### src/rtl/seq_pkg.sv
package seq_pkg;

    typedef enum logic [2:0] {
        ST_IDLE,
        ST_CFG1,
        ST_CFG2,
        ST_WAIT,
        ST_DONE
    } seq_state_e;

    typedef struct packed {
        seq_state_e st;
        logic       proc_rdy;
        logic       mem_core_rel;
        logic       phy_go;
        logic       mem_rdy;
        logic       ser_rdy;
        logic       all_rdy;
    } seq_regs_t;

endpackage

### src/rtl/rst_cond.sv
module rst_cond (
    input  logic clk_i,
    input  logic arst_n_i,
    output logic rst_n_o
);
    logic s1_q, s2_q;

    always_ff @(posedge clk_i or negedge arst_n_i) begin
        if (!arst_n_i) begin
            s1_q <= 1'b0;
            s2_q <= 1'b0;
        end else begin
            s1_q <= 1'b1;
            s2_q <= s1_q;
        end
    end

    assign rst_n_o = s2_q;
endmodule

### src/rtl/sync2.sv
module sync2 #(
    parameter int W = 1
) (
    input  logic         clk_i,
    input  logic         rst_ni,
    input  logic [W-1:0] d_i,
    output logic [W-1:0] q_o
);
    logic [W-1:0] a_q, b_q;
    logic [W-1:0] a_d, b_d;

    always_comb begin
        a_d = d_i;
        b_d = a_q;
    end

    always_ff @(posedge clk_i or negedge rst_ni) begin
        if (!rst_ni) begin
            a_q <= '0;
            b_q <= '0;
        end else begin
            a_q <= a_d;
            b_q <= b_d;
        end
    end

    assign q_o = b_q;
endmodule

### src/rtl/settle_timer.sv
module settle_timer #(
    parameter int LIMIT = 10000
) (
    input  logic clk_i,
    input  logic rst_ni,
    input  logic run_i,
    output logic done_o
);
    localparam int CW = $clog2(LIMIT + 1);
    localparam logic [CW-1:0] LIM = CW'(LIMIT);

    logic [CW-1:0] cnt_q, cnt_d;

    always_comb begin
        if (!run_i)
            cnt_d = '0;
        else if (cnt_q != LIM)
            cnt_d = cnt_q + 1'b1;
        else
            cnt_d = cnt_q;
    end

    always_ff @(posedge clk_i or negedge rst_ni) begin
        if (!rst_ni) cnt_q <= '0;
        else         cnt_q <= cnt_d;
    end

    assign done_o = (cnt_q == LIM);

    AST_TMR_BOUNDED: assert property (@(posedge clk_i) disable iff (!rst_ni)
        cnt_q <= LIM);
    AST_TMR_NEEDS_RUN: assert property (@(posedge clk_i) disable iff (!rst_ni)
        $rose(done_o) |-> $past(run_i));
endmodule

### src/rtl/ser_lane_rel.sv
module ser_lane_rel (
    input  logic clk_i,
    input  logic rst_ni,
    input  logic clr_i,
    input  logic go_i,
    input  logic lock_i,
    output logic phy_rel_o,
    output logic core_rel_o
);
    logic phy_q, phy_d, core_q, core_d;

    always_comb begin
        if (clr_i) begin
            phy_d  = 1'b0;
            core_d = 1'b0;
        end else begin
            phy_d  = phy_q | go_i;
            core_d = core_q | (phy_q & lock_i);
        end
    end

    always_ff @(posedge clk_i or negedge rst_ni) begin
        if (!rst_ni) begin
            phy_q  <= 1'b0;
            core_q <= 1'b0;
        end else begin
            phy_q  <= phy_d;
            core_q <= core_d;
        end
    end

    assign phy_rel_o  = phy_q;
    assign core_rel_o = core_q;

    AST_CORE_AFTER_PHY: assert property (@(posedge clk_i) disable iff (!rst_ni)
        core_q |-> phy_q);
    AST_CORE_RISE_ORDER: assert property (@(posedge clk_i) disable iff (!rst_ni)
        $rose(core_q) |-> $past(phy_q));
endmodule

### src/rtl/periph_init_seq.sv
module periph_init_seq
    import seq_pkg::*;
#(
    parameter int                  NUM_SER   = 2,
    parameter logic [NUM_SER-1:0]  SER_USED  = '1,
    parameter bit                  MEM_USED  = 1'b1,
    parameter int                  SETTLE_US = 200,
    parameter int                  CLK_MHZ   = 50,
    parameter int                  EXT_MODE  = 3
) (
    input  logic               clk_i,
    input  logic               por_n_i,
    input  logic               fab_rst_n_i,
    input  logic               mem_pll_lock_i,
    input  logic [NUM_SER-1:0] ser_pll_lock_i,
    input  logic               cfg_phase1_i,
    input  logic               cfg_phase2_i,
    input  logic [NUM_SER-1:0] ser_pma_ok_i,
    output logic               mem_core_rst_n_o,
    output logic [NUM_SER-1:0] ser_phy_rst_n_o,
    output logic [NUM_SER-1:0] ser_core_rst_n_o,
    output logic               ser_released_o,
    output logic               mem_ready_o,
    output logic               ser_ready_o,
    output logic               all_ready_o,
    output logic               proc_ready_o,
    output logic               ext_rst_n_o
);
    localparam int SETTLE_CYC = SETTLE_US * CLK_MHZ;
    localparam int SW         = 3 + 2 * NUM_SER;
    localparam bit ANY_SER    = |SER_USED;

    // reset conditioning: asynchronous assertion, synchronous release
    logic por_s_n, fab_s_n, sys_rst_n;

    rst_cond u_por (.clk_i(clk_i), .arst_n_i(por_n_i),     .rst_n_o(por_s_n));
    rst_cond u_fab (.clk_i(clk_i), .arst_n_i(fab_rst_n_i), .rst_n_o(fab_s_n));

    assign sys_rst_n = por_s_n & fab_s_n;

    generate
        if (EXT_MODE == 0) begin : g_ext_never
            assign ext_rst_n_o = 1'b1;
        end else if (EXT_MODE == 1) begin : g_ext_por
            assign ext_rst_n_o = por_s_n;
        end else if (EXT_MODE == 2) begin : g_ext_fab
            assign ext_rst_n_o = fab_s_n;
        end else begin : g_ext_any
            assign ext_rst_n_o = por_s_n & fab_s_n;
        end
    endgenerate

    // input synchronization
    logic [SW-1:0]      sync_raw, sync_out;
    logic               mem_lock_s, ph1_s, ph2_s;
    logic [NUM_SER-1:0] ser_lock_s, pma_s;

    assign sync_raw = {mem_pll_lock_i, cfg_phase1_i, cfg_phase2_i, ser_pll_lock_i, ser_pma_ok_i};

    sync2 #(.W(SW)) u_sync (
        .clk_i (clk_i),
        .rst_ni(sys_rst_n),
        .d_i   (sync_raw),
        .q_o   (sync_out)
    );

    assign {mem_lock_s, ph1_s, ph2_s, ser_lock_s, pma_s} = sync_out;

    // sequencer registers
    seq_regs_t regs_q, regs_d;

    // per serial block release
    logic [NUM_SER-1:0] phy_rel, core_rel;
    logic               lane_clr;

    assign lane_clr = (regs_d.st == ST_IDLE);

    genvar gi;
    generate
        for (gi = 0; gi < NUM_SER; gi++) begin : g_lane
            if (SER_USED[gi]) begin : g_used
                ser_lane_rel u_lane (
                    .clk_i     (clk_i),
                    .rst_ni    (sys_rst_n),
                    .clr_i     (lane_clr),
                    .go_i      (regs_q.phy_go),
                    .lock_i    (ser_lock_s[gi]),
                    .phy_rel_o (phy_rel[gi]),
                    .core_rel_o(core_rel[gi])
                );
            end else begin : g_unused
                assign phy_rel[gi]  = 1'b0;
                assign core_rel[gi] = 1'b0;
            end
        end
    endgenerate

    logic ser_rel_all, pma_all, locks_ok, tmr_done, tmr_run;

    assign ser_rel_all = ANY_SER && (&(core_rel | ~SER_USED));
    assign pma_all     = &(pma_s | ~SER_USED);
    assign locks_ok    = (!MEM_USED || mem_lock_s) && (&(ser_lock_s | ~SER_USED));
    assign tmr_run     = (regs_q.st == ST_WAIT) && regs_q.mem_core_rel && mem_lock_s;

    generate
        if (MEM_USED) begin : g_mem_tmr
            settle_timer #(.LIMIT(SETTLE_CYC)) u_tmr (
                .clk_i (clk_i),
                .rst_ni(sys_rst_n),
                .run_i (tmr_run),
                .done_o(tmr_done)
            );
        end else begin : g_no_tmr
            assign tmr_done = 1'b0;
        end
    endgenerate

    always_comb begin
        regs_d = regs_q;
        unique case (regs_q.st)
            ST_IDLE: begin
                regs_d          = '0;
                regs_d.st       = ST_CFG1;
                regs_d.proc_rdy = 1'b1;
            end
            ST_CFG1: begin
                if (ph1_s) begin
                    regs_d.st           = ST_CFG2;
                    regs_d.mem_core_rel = MEM_USED;
                    regs_d.phy_go       = ANY_SER;
                end
            end
            ST_CFG2: begin
                if (ph2_s) regs_d.st = ST_WAIT;
            end
            ST_WAIT: begin
                regs_d.mem_rdy = regs_q.mem_rdy | (MEM_USED & tmr_done);
                regs_d.ser_rdy = regs_q.ser_rdy | (ANY_SER & ser_rel_all & pma_all);
                if ((!MEM_USED || regs_q.mem_rdy) && (!ANY_SER || regs_q.ser_rdy)) begin
                    regs_d.st      = ST_DONE;
                    regs_d.all_rdy = 1'b1;
                end
            end
            ST_DONE: begin
                if (!locks_ok) regs_d = '0;
            end
            default: regs_d = '0;
        endcase
    end

    always_ff @(posedge clk_i or negedge sys_rst_n) begin
        if (!sys_rst_n) regs_q <= '0;
        else            regs_q <= regs_d;
    end

    assign mem_core_rst_n_o = regs_q.mem_core_rel;
    assign ser_phy_rst_n_o  = phy_rel;
    assign ser_core_rst_n_o = core_rel;
    assign ser_released_o   = ser_rel_all;
    assign mem_ready_o      = regs_q.mem_rdy;
    assign ser_ready_o      = regs_q.ser_rdy;
    assign all_ready_o      = regs_q.all_rdy;
    assign proc_ready_o     = regs_q.proc_rdy;

    AST_IDLE_HOLDS_RESETS: assert property (@(posedge clk_i) disable iff (!sys_rst_n)
        !proc_ready_o |-> (!mem_core_rst_n_o && ser_phy_rst_n_o == '0));
    AST_RELEASED_NEEDS_PHY: assert property (@(posedge clk_i) disable iff (!sys_rst_n)
        ser_released_o |-> ((ser_phy_rst_n_o | ~SER_USED) == '1));
    AST_DONE_NEEDS_PARTS: assert property (@(posedge clk_i) disable iff (!sys_rst_n)
        all_ready_o |-> ((mem_ready_o || !MEM_USED) && (ser_ready_o || !ANY_SER)));
    AST_SER_RDY_RELEASED: assert property (@(posedge clk_i) disable iff (!sys_rst_n)
        ser_ready_o |-> ser_released_o);
    AST_LOSS_RESTARTS: assert property (@(posedge clk_i) disable iff (!sys_rst_n)
        $fell(all_ready_o) |-> !proc_ready_o);
    AST_UNUSED_HELD: assert property (@(posedge clk_i) disable iff (!sys_rst_n)
        ((ser_core_rst_n_o & ~SER_USED) == '0));
endmodule

### config.mk
export PLATFORM = sky130hd
export DESIGN_NAME = periph_init_seq
export DESIGN_NICKNAME = d
export VERILOG_FILES = /design/src/rtl/seq_pkg.sv /design/src/rtl/rst_cond.sv /design/src/rtl/sync2.sv /design/src/rtl/settle_timer.sv /design/src/rtl/ser_lane_rel.sv /design/src/rtl/periph_init_seq.sv
export SDC_FILE = /design/constraint.sdc
export NUM_CORES = 1
export LEC_CHECK = 0
export ABC_CLOCK_PERIOD_IN_PS = 4500
export CORE_MARGIN = 1
export CORE_UTILIZATION = 47
export CTS_BUF_LIST = sky130_fd_sc_hd__clkbuf_2
export CTS_CLUSTER_SIZE = 40
export DETAILED_ROUTE_END_ITERATION = 16
export HOLD_SLACK_MARGIN = 0.12
export PLACE_DENSITY = 0.69
export SLEW_MARGIN = 25
export SYNTH_ARGS = -nofsm -noshare
export SYNTH_HDL_FRONTEND = slang
export SYNTH_SLANG_ARGS = --single-unit
### constraint.sdc
create_clock -name clk_i -period 4.5 [get_ports clk_i]
set_clock_uncertainty 0.15 [all_clocks]
set_input_delay 0.9 -clock clk_i [delete_from_list [all_inputs] [get_ports clk_i]]
set_output_delay 0.9 -clock clk_i [all_outputs]
set_load 0.02 [all_outputs]
# After elaboration in Yosys (flattened, before gate mapping)
# Index checks and enable logic that the tools add are counted.
# totals
register_bits	45
latchBits	0
ram_bits	0
rom_bits	0
in_bits	10
out_inout_bits	11
elab_cells	74
mem_count	0
# op_classes
n_addsub	1
n_mul	0
n_div	0
magnitude_cmp	0
n_eq_ne	10
shifts	0
n_mux	16
bitwise_logic	13
reduce_logical	16
# ops
operator	count
2-to-1 mux 14 bit	2
one-hot mux 3 bit (5 select lines)	1
adder 14 x 1 -> 14 bit, second input constant	1
equality test 14 bit, second input constant	1
inequality test 14 bit, second input constant	1
AND reduction 2 bit	5
2-to-1 mux 3 bit	3
2-to-1 mux 9 bit	1
one-hot mux 3 bit (3 select lines)	1
equality test 3 x 2 -> 1 bit, second input constant	2
logical NOT 3 bit	2
OR 1 bit	6
one-hot mux 2 bit (3 select lines)	1
AND reduction 3 bit	2
2-to-1 mux 1 bit	5
bitwise AND 1 bit	4
logical AND 1 bit	4
inequality test 2 x 1 -> 1 bit, second input constant	2
inequality test 2 bit, second input constant	2
OR reduction 2 bit	2
equality test 3 x 1 -> 1 bit, second input constant	1
equality test 3 bit, second input constant	1
inverter 1 bit	3
one-hot mux 1 bit (3 select lines)	1
other kinds (2)	2

# Longest topological paths before layout
# Gate-level depths: netlist of run 1.
# logic_depth
ltp_word	6
mapped_depth	6
ltp_nobuf	6

# Cells and area by module
# A second synthesis of run 1 with hierarchy kept.
# hier_totals
hier_cells	157
area_unflattened_um2	1838.0
# modules_own_cells
mod	instances	cells_each	area_per_inst_um2	seq_area_each_um2
settle_timer	1	82	785.8	350.3
periph_init_seq	1	43	461.7	200.2
sync2	1	14	350.3	350.3
ser_lane_rel	2	6	66.3	50.0
rst_cond	2	3	53.8	50.0

# Worst setup path after synthesis of run 1
# Ideal clock, no wire load.
# synth_timing
path_kind	flip-flop to output port
start	reg u_por.s2_q, in the netlist u_por.rst_n_o
end	out ext_rst_n_o
arrival_time_ns	1.469
required_ns	3.450
slack_ns	1.981
path_stages_with_launch	2
path_buffers	0
path_cell_list	dfrtp_1 and2_1
# synth_via
elab_chain_len	1
# synth_lines
element	line	source
start, declared	rst_cond.sv:6	logic s1_q, s2_q;
start signal, assigned	rst_cond.sv:14	s2_q <= s1_q;
bitwise AND 1 bit	periph_init_seq.sv:49	assign ext_rst_n_o = por_s_n & fab_s_n;
end, declared	periph_init_seq.sv:27	output logic ext_rst_n_o
# No other way between the ends.

# Worst setup path after layout of run 1
# layout_timing
start	reg g_lane[1].g_used.u_lane.core_q
end	out ser_released_o
# layout_via
elab_chain_len	1
# layout_lines
element	line	source
start, declared	ser_lane_rel.sv:10	logic phy_q, phy_d, core_q, core_d;
start signal, assigned	ser_lane_rel.sv:28	core_q <= core_d;
AND reduction 2 bit	periph_init_seq.sv:100	assign ser_rel_all = ANY_SER && (&(core_rel | ~SER_USED));
end, declared	periph_init_seq.sv:22	output logic ser_released_o,
# No other way between the ends.

==> results of run 1 <==
report_power, final:
group / internal, uW / leakage, uW / total [uW] / switching (uW)
sequential: 420 / 0.000548 / 453 / 33.9
clock: 95.6 / 0.0000396 / 231 / 136
combinational: 45.3 / 0.000284 / 102 / 56.4
total: 561 / 0.000871 / 787 / 226
layout by cell type (no fill, tap or decap), types with 3 or more instances in the layout:
master / instances
nand2_1: 10
clkbuf_2: 5
nand4_1: 6
nor4_1: 3
inv_1: 3
xnor2_1: 4
xor2_1: 4
dfrtp_1: 44
o21ai_0: 9
clkdlybuf4s50_1: 20
nor2b_1: 4
and2_1: 4
nand3_1: 9
a21oi_1: 9
nor2_1: 17
worst max-delay path by stage:
stage	startpoint	end	slack (ns)	cells past startpoint
after global routing	g_lane[1].g_used.u_lane.core_rel_o	ser_released_o	1.73	2
after floorplan	u_por.rst_n_o	ext_rst_n_o	1.98	1
final	g_lane[1].g_used.u_lane.core_rel_o	ser_released_o	1.83	2
after detailed placement	g_lane[1].g_used.u_lane.core_rel_o	ser_released_o	2.33	2
after CTS	g_lane[1].g_used.u_lane.core_rel_o	ser_released_o	1.82	2
after global placement	g_lane[0].g_used.u_lane.core_rel_o	ser_released_o	2.38	2
layer usage:
| metal | vias up | routed length, um | part of all wire |
|---|---|---|---|
| met5 | - | 0 | 0 |
| met4 | 0 | 57 | 0.018 |
| met2 | 29 | 1457 | 0.46 |
| met3 | 7 | 154 | 0.049 |
| li1 | 588 | - | - |
| met1 | 586 | 1482 | 0.47 |
through the flow:
step	utilization	cells	power [uW]	worst slack [ns]	hold WS (ns)
3_5_place_dp	0.5506	222	562.2	2.332	0.1855
4_1_cts	0.5701	230	794.9	1.816	0.2342
2_1_floorplan	-	161	521.9	1.981	0.1812
3_3_place_gp	0.5506	222	557.8	2.376	0.1825
6_report	0.5701	230	786.7	1.832	0.2203
5_1_grt	0.5701	230	825.4	1.735	0.2440
area by class of cell:
type                       instances  area (um^2)
multi-input combinational        106        635.6
inverter                           3        11.26
timing repair buffer              21        207.7
fill                             321         1574
sequential                        44         1101
clock buffer                       5        25.02
tap                               48        60.06
clock inverter                     3        46.29
logic make-up (layout without fill, tap and decap cells):
family          Yosys count  count (layout)  synth area share
xor+xnor                  8               8           0.03913
flops                    44              44            0.6150
compound gates           24              24           0.07826
mux                       1               1          0.005591
buf+inv                  11              32           0.03285
simple gates             69              69            0.2131
other cells               1               2          0.002094
fa+ha+maj                 2               2           0.01397
registers in the layout, indices dropped and copies added (netlist names), 2 cells and up:
signal,count
g_lane.g_used.u_lane.core_rel_o,2
g_mem_tmr.u_tmr.cnt_q,14
regs_q,3
u_sync.a_q,7
g_lane.g_used.u_lane.phy_rel_o,2
u_sync.q_o,7
==> out/results.txt, run 1 <==
crit-path cells: and2_1 > clkdlybuf4s50_1
Post-synth ARST share: 1.000
TritonCTS Sinks: 44
CTS tree: yes
io pins: 21
Worst Hold Class: register to register
Root Driver: clkbuf_2
Synth area leaders: dfrtp_1, nor2_1, a21oi_1
Antenna Nets Post-Route: 0
setup TNS: 0 ns
area grow syn2layout: 16.56%
antenna violations before repair: 0
post-CTS setup buffers: 0
Setup violations, final: 0
RSZ-0062 raised after global routing: false
Post-synth EDFFs: 0
number of buffers created by CTS: 5
Setup crit start kind: register
post_cts resized: 0
placed wire-length estimate: 2.275 mm
Critical Path AT: 1.62 ns
# diodes: 0
final hold vios: 0
outcome: finished, final reports clean
critical path required time: 3.45 ns
Peak VDD IR: 229.1 uV
largest net degree at the start of global routing: 41
Synth Register Bits: 44
Top FF cell, synth: dfrtp_1
vias in the first global route: 1143
register area share after synthesis: 0.6150
Power Density: 377.0 mW/mm^2
IO buf count: 20
CTS Buffer Depth: 2
synth cell count leaders: dfrtp_1, nor2_1, nand2_1
first-pass GRT wire length: 5.506 mm
DR WL/cell: 13.70 um
WHS Path Cells: 0
met2 usage: 0.2593
Remaining DRCs: 0
slowest CP cell: clkdlybuf4s50_1
f_max: 374.8 MHz
Mapped Area: 0.001790 mm^2
FF-to-FF setup slack: 2.43 ns
drt first pass iters: 4
met1 Track Usage GR: 0.2539
Slew @ Worst Pin: 0.7371 ns
clock latency on the worst-skew pair: 0.42 ns
Max stage delay on crit path: 0.60 ns
Row Count: 22
RePlAce Congestion: 0.7861
most numerous cell in the Yosys netlist: dfrtp_1
YS warnings: 0
core area: 0.003661 mm^2
Die ar.: 0.004060 mm^2
Initial Utilization: 0.4891
Netlist cell types: 34
endpoint with the worst hold slack: u_sync.q_o[0]
CP Buf/Inv Count: 1
critical path capture point type: output port
P_leak: 0.0008713 uW
CP delay by family, top: buffers and inverters
CTS H-tree lvls: 2
Die W: 63.72 um
worst r2r src: regs_q[6]
share of layout cells above drive strength 1: 0.07692
Post-CTS Hold Buffers: 0
Reg2Reg Capture Point: g_mem_tmr.u_tmr.cnt_q[2]
placed cell area: 0.002016 mm^2
Most Crowded Layer GR: met2
GRT met3 Usage: 0.05978
R2R cell count: 3
clk slew on worst S/H paths: 0.24 ns
Slew Viols, Final: 0
Tcrit/Tclk final: 0.5928
routed wire length: 3.152 mm
crit-path max FO: 3
Crit Path Class: register to output port
max cap viols: 0
largest area contributor in the netlist: dfrtp_1
die height: 63.72 um
final-stage net count: 193
hold path start: u_sync.a_q[0]
total number of vias: 1210
syn avg cell area: 11.19 um^2
design area: 0.002087 mm^2
Iter 0 DRT Violations: 75
total global-route track usage: 0.1822
share of the synthesized area in the top cell type: 0.6150
crit path time final: 2.668 ns
instance count of the mapped netlist: 160
Max-slew headroom: 0.5048
vias per inst: 5.261
total gr overflow: 0
(Power assumes the default switching activity.)
==> inputs of run 2 (changes only) <==
--- a/config.mk
+++ b/config.mk
@@ -5,14 +5,14 @@
 export SDC_FILE = /design/constraint.sdc
 export NUM_CORES = 1
 export LEC_CHECK = 0
-export ABC_CLOCK_PERIOD_IN_PS = 4500
+export ABC_CLOCK_PERIOD_IN_PS = 2300
 export CORE_MARGIN = 1
 export CORE_UTILIZATION = 47
 export CTS_BUF_LIST = sky130_fd_sc_hd__clkbuf_2
 export CTS_CLUSTER_SIZE = 40
 export DETAILED_ROUTE_END_ITERATION = 16
 export HOLD_SLACK_MARGIN = 0.12
-export PLACE_DENSITY = 0.69
+export PLACE_DENSITY = 0.72
 export SLEW_MARGIN = 25
 export SYNTH_ARGS = -nofsm -noshare
 export SYNTH_HDL_FRONTEND = slang
==> constraint.sdc (replaced) <==
create_clock -name clk_i -period 2.3 [get_ports clk_i]
set_clock_uncertainty 0.15 [all_clocks]
set_input_delay 0.46 -clock clk_i [delete_from_list [all_inputs] [get_ports clk_i]]
set_output_delay 0.46 -clock clk_i [all_outputs]
set_load 0.02 [all_outputs]
==> out/results.txt, run 2 (same netlist as run 1, synthesis figures left out) <==
CTS tree: yes
final hold vios: 0
commonest non-fill, non-tap cell in the layout: dfrtp_1
first-pass GRT wire length: 5.099 mm
number of buffers created by CTS: 5
RePlAce Congestion: 0.8251
final-stage net count: 197
Clock Power Share: 0.231
vias per inst: 5.184
Int Power: 994.2 uW
drt first pass iters: 4
TritonCTS Sinks: 44
most frequent cells in the layout: dfrtp_1, clkdlybuf4s50_1, nor2_1, nand2_1
Die ar.: 0.004060 mm^2
setup TNS: 0 ns
Slew Viols, Final: 0
Die W: 63.72 um
crit-path max FO: 3
die height: 63.72 um
post-CTS setup buffers: 0
Crit Path Class: register to output port
total global-route track usage: 0.1656
clk slew on worst S/H paths: 0.23 ns
Flop pwr share: 0.623
largest register by flop count: g_mem_tmr.u_tmr.cnt_q
switching share of power: 0.2994
clock latency on the worst-skew pair: 0.41 ns
largest net degree at the start of global routing: 41
crit path time final: 2.190 ns
Power Density: 675.9 mW/mm^2
area grow syn2layout: 17.26%
Iter 0 DRT Violations: 54
Initial Utilization: 0.4891
share of layout cells above drive strength 1: 0.08602
Most Crowded Layer GR: met2
critical path capture point type: output port
met2 usage: 0.2407
io pins: 21
Antenna Nets Post-Route: 0
crit-path cells: and2_1 > clkdlybuf4s50_1
core area: 0.003661 mm^2
Row Count: 22
FF-to-FF setup slack: 0.58 ns
Critical Path AT: 1.58 ns
DR WL/cell: 12.23 um
RSZ-0062 raised after global routing: false
P_leak: 0.0008751 uW
met1 Track Usage GR: 0.2293
outcome: finished, final reports clean
Tcrit/Tclk final: 0.9520
total gr overflow: 0
Worst Hold Class: register to register
Peak VDD IR: 434.1 uV
CTS Buffer Depth: 2
Psw: 424.8 uW
# diodes: 0
Comb power frac: 0.146
max cap viols: 0
vias in the first global route: 1133
slowest CP cell: clkdlybuf4s50_1
total number of vias: 1213
Max stage delay on crit path: 0.61 ns
Remaining DRCs: 0
CTS H-tree lvls: 2
final core utilization: 0.5735
critical path required time: 1.69 ns
routed wire length: 2.861 mm
IO buf count: 20
Setup crit start kind: register
max reg flops: 14
f_max: 456.7 MHz
antenna violations before repair: 0
placed wire-length estimate: 2.133 mm
Root Driver: clkbuf_2
GRT met3 Usage: 0.04348
Setup violations, final: 0
[run 2: routing by layer]
layer | share of wire | vias up
met5 | 0 | -
met4 | 0.017 | 0
met3 | 0.036 | 5
met2 | 0.46 | 20
met1 | 0.48 | 587
li1 | - | 601
[run 2: worst max-delay path: cells and delay by family, from the launching register on]
family,cells,cell delay [ns]
buffers and inverters,1,0.61
AND/OR/NAND/NOR,1,0.16
flip-flops,1,0.41
[run 2: worst paths after layout]
kind / cells past startpoint / startpoint / to
max in group asynchronous: 2 / fab_rst_n_i / u_fab.rst_n_o
min reg2reg: 0 / u_sync.a_q[4] / u_sync.q_o[4]
max reg2reg: 4 / g_mem_tmr.u_tmr.cnt_q[2] / g_mem_tmr.u_tmr.cnt_q[13]
min in group asynchronous: 2 / u_fab.rst_n_o / g_mem_tmr.u_tmr.cnt_q[5]
max: 2 / g_lane[0].g_used.u_lane.core_rel_o / ser_released_o
min: 0 / u_sync.a_q[4] / u_sync.q_o[4]
[run 2: power groups by stage]
stage | sequential (uW) | combinational (uW) | clock (uW)
2_1_floorplan | 881 | 140 | 0
3_3_place_gp | 894 | 203 | 0
3_5_place_dp | 898 | 207 | 0
4_1_cts | 884 | 211 | 342
5_1_grt | 895 | 233 | 379
6_report | 884 | 207 | 328
[run 2: repair_timing]
| action | in CTS | in global routing |
|---|---|---|
| hold buffers | 2 | 0 |
| endpoints found under the hold margin | 4 | 0 |
| gates resized for setup | 0 | 0 |
[run 2: final cells by class]
type	count	area, um^2
Clock buffer	5	25.02
Clock inverter	3	23.77
Fill cell	306	1562
Inverter	3	11.26
Multi-Input combinational cell	106	635.6
Sequential cell	44	1101
Tap cell	48	60.06
Timing Repair Buffer	25	242.7
[run 2: metrics by stage]
stage               worst slack (ns)  hold WS [ns]  power, uW  instance area (um^2)  std cells
floorplan                     0.2210       0.01441       1021                  1794        161
global placement              0.5967        0.1825       1097                  2031        224
detailed placement            0.5865        0.1864       1105                  2031        224
CTS                          0.07006        0.2252       1438                  2100        234
global route                 0.02175        0.2341       1507                  2100        234
finish                        0.1103        0.2175       1419                  2100        234
==> inputs of run 3 (changes only) <==
==> constraint.sdc (replaced) <==
create_clock -name clk_i -period 2.3 [get_ports clk_i]
set_clock_uncertainty 0.15 [all_clocks]
set_input_delay 0.69 -clock clk_i [delete_from_list [all_inputs] [get_ports clk_i]]
set_output_delay 0.69 -clock clk_i [all_outputs]
set_load 0.02 [all_outputs]
==> out/results.txt, run 3 (same netlist as run 1, synthesis figures left out) <==
first-pass GRT wire length: 5.333 mm
Tcrit/Tclk final: 0.9426
final hold vios: 0
Root Driver: clkbuf_2
max cap viols: 0
Slew Viols, Final: 0
FF-to-FF setup slack: 0.57 ns
Register Area: 0.001101 mm^2
placed cell area: 0.002031 mm^2
Worst Hold Class: register to register
total global-route track usage: 0.1762
CTS tree: yes
die height: 63.72 um
footprint of the multi-input gates: 635.6 um^2
total gr overflow: 0
Die ar.: 0.004060 mm^2
total number of vias: 1220
f_max: 461.3 MHz
design area: 0.002107 mm^2
slowest CP cell: dfrtp_1
crit path time final: 2.168 ns
clk slew on worst S/H paths: 0.21 ns
Layout Cells excl Fill: 233
crit-path max FO: 3
Max stage delay on crit path: 0.44 ns
R2R cell count: 4
TritonCTS Sinks: 44
IO buf count: 20
Reg2Reg Capture Point: g_mem_tmr.u_tmr.cnt_q[13]
DR WL/cell: 13.00 um
most frequent cells in the layout: dfrtp_1, nor2_1, nand2_1
drt first pass iters: 4
Setup violations, final: 0
Peak VDD IR: 494.3 uV
Die W: 63.72 um
antenna violations before repair: 0
fill count: 311
final-stage net count: 196
CTS H-tree lvls: 2
Crit Path Class: register to output port
setup TNS: 0 ns
Antenna Nets Post-Route: 0
number of buffers created by CTS: 5
RePlAce Congestion: 0.7568
vias in the first global route: 1120
Iter 0 DRT Violations: 34
Post-Place Cells: 224
core area: 0.003661 mm^2
Worst Setup SP: g_lane[0].g_used.u_lane.core_rel_o
WP depth: 2
placed wire-length estimate: 2.149 mm
crit-path cells: and2_1 > dlygate4sd2_1
largest register by flop count: g_mem_tmr.u_tmr.cnt_q
io pins: 21
CTS Buffer Depth: 2
area grow syn2layout: 17.68%
# diodes: 0
Row Count: 22
CP Buf/Inv Count: 1
P_leak: 0.0008990 uW
critical path required time: 1.46 ns
share of layout cells above drive strength 1: 0.08649
worst r2r src: g_mem_tmr.u_tmr.cnt_q[2]
max reg flops: 14
clock latency on the worst-skew pair: 0.40 ns
Initial Utilization: 0.4891
Power Density: 724.1 mW/mm^2
critical path capture point type: output port
outcome: finished, final reports clean
RSZ-0062 raised after global routing: false
vias per inst: 5.236
Critical Path AT: 1.33 ns
largest net degree at the start of global routing: 41
Setup crit start kind: register
routed wire length: 3.029 mm
CP delay by family, top: flip-flops
commonest non-fill, non-tap cell in the layout: dfrtp_1
Remaining DRCs: 0
Critical path destination: ser_released_o
==> run 3: timing repair <==
action	in CTS	in global routing
resized for setup	7	4
hold buffers	0	0
setup buffers	1	0
cloned	0	0
setup endpoints to repair	8	4
==> run 3: cell type report <==
cell class | count | share of cell area
clock buffer | 5 | 0.01188
clock inverter | 3 | 0.02019
inverter | 3 | 0.005344
multi-input combinational | 106 | 0.3017
timing repair buffer | 24 | 0.1099
tap | 48 | 0.02850
sequential | 44 | 0.5226
==> run 3: power breakdown <==
group	switching (uW)	internal, uW
sequential	54.3	821
combinational	124	102
clock	242	183
==> run 3: how the worst min path moves through the flow <==
stage               endpoint          start  slack, ns  cells after the start
3_3_place_gp   u_sync.q_o[5]  u_sync.a_q[5]       0.18                      0
6_report       u_sync.q_o[5]  u_sync.a_q[5]       0.23                      0
2_1_floorplan  u_fab.rst_n_o     u_fab.s1_q       0.18                      0
5_1_grt           u_por.s1_q        por_n_i       0.21                      1
3_5_place_dp   u_sync.q_o[5]  u_sync.a_q[5]       0.19                      0
4_1_cts        u_sync.q_o[2]  u_sync.a_q[2]       0.23                      0
==> run 3: layer usage <==
| layer | routed length, um | up-vias | part of all wire | global-route usage |
|---|---|---|---|---|
| met1 | 1468 | 598 | 0.48 | 0.2392 |
| met2 | 1395 | 23 | 0.46 | 0.2580 |
| met4 | 53 | 0 | 0.017 | 0.07670 |
| met5 | 0 | - | 0 | 0 |
| met3 | 113 | 6 | 0.037 | 0.05616 |
| li1 | - | 593 | - | - |
==> run 3: through the flow <==
step / hold slack (ns) / setup slack (ns) / total power, uW / utilization
floorplan: 0.1812 / 0.4843 / 1021 / -
global placement: 0.1819 / 0.3629 / 1098 / 0.5547
detailed placement: 0.1858 / 0.3544 / 1104 / 0.5547
CTS: 0.2289 / 0.004529 / 1546 / 0.5728
global route: 0.2107 / 0.02895 / 1612 / 0.5755
finish: 0.2260 / 0.1321 / 1526 / 0.5755
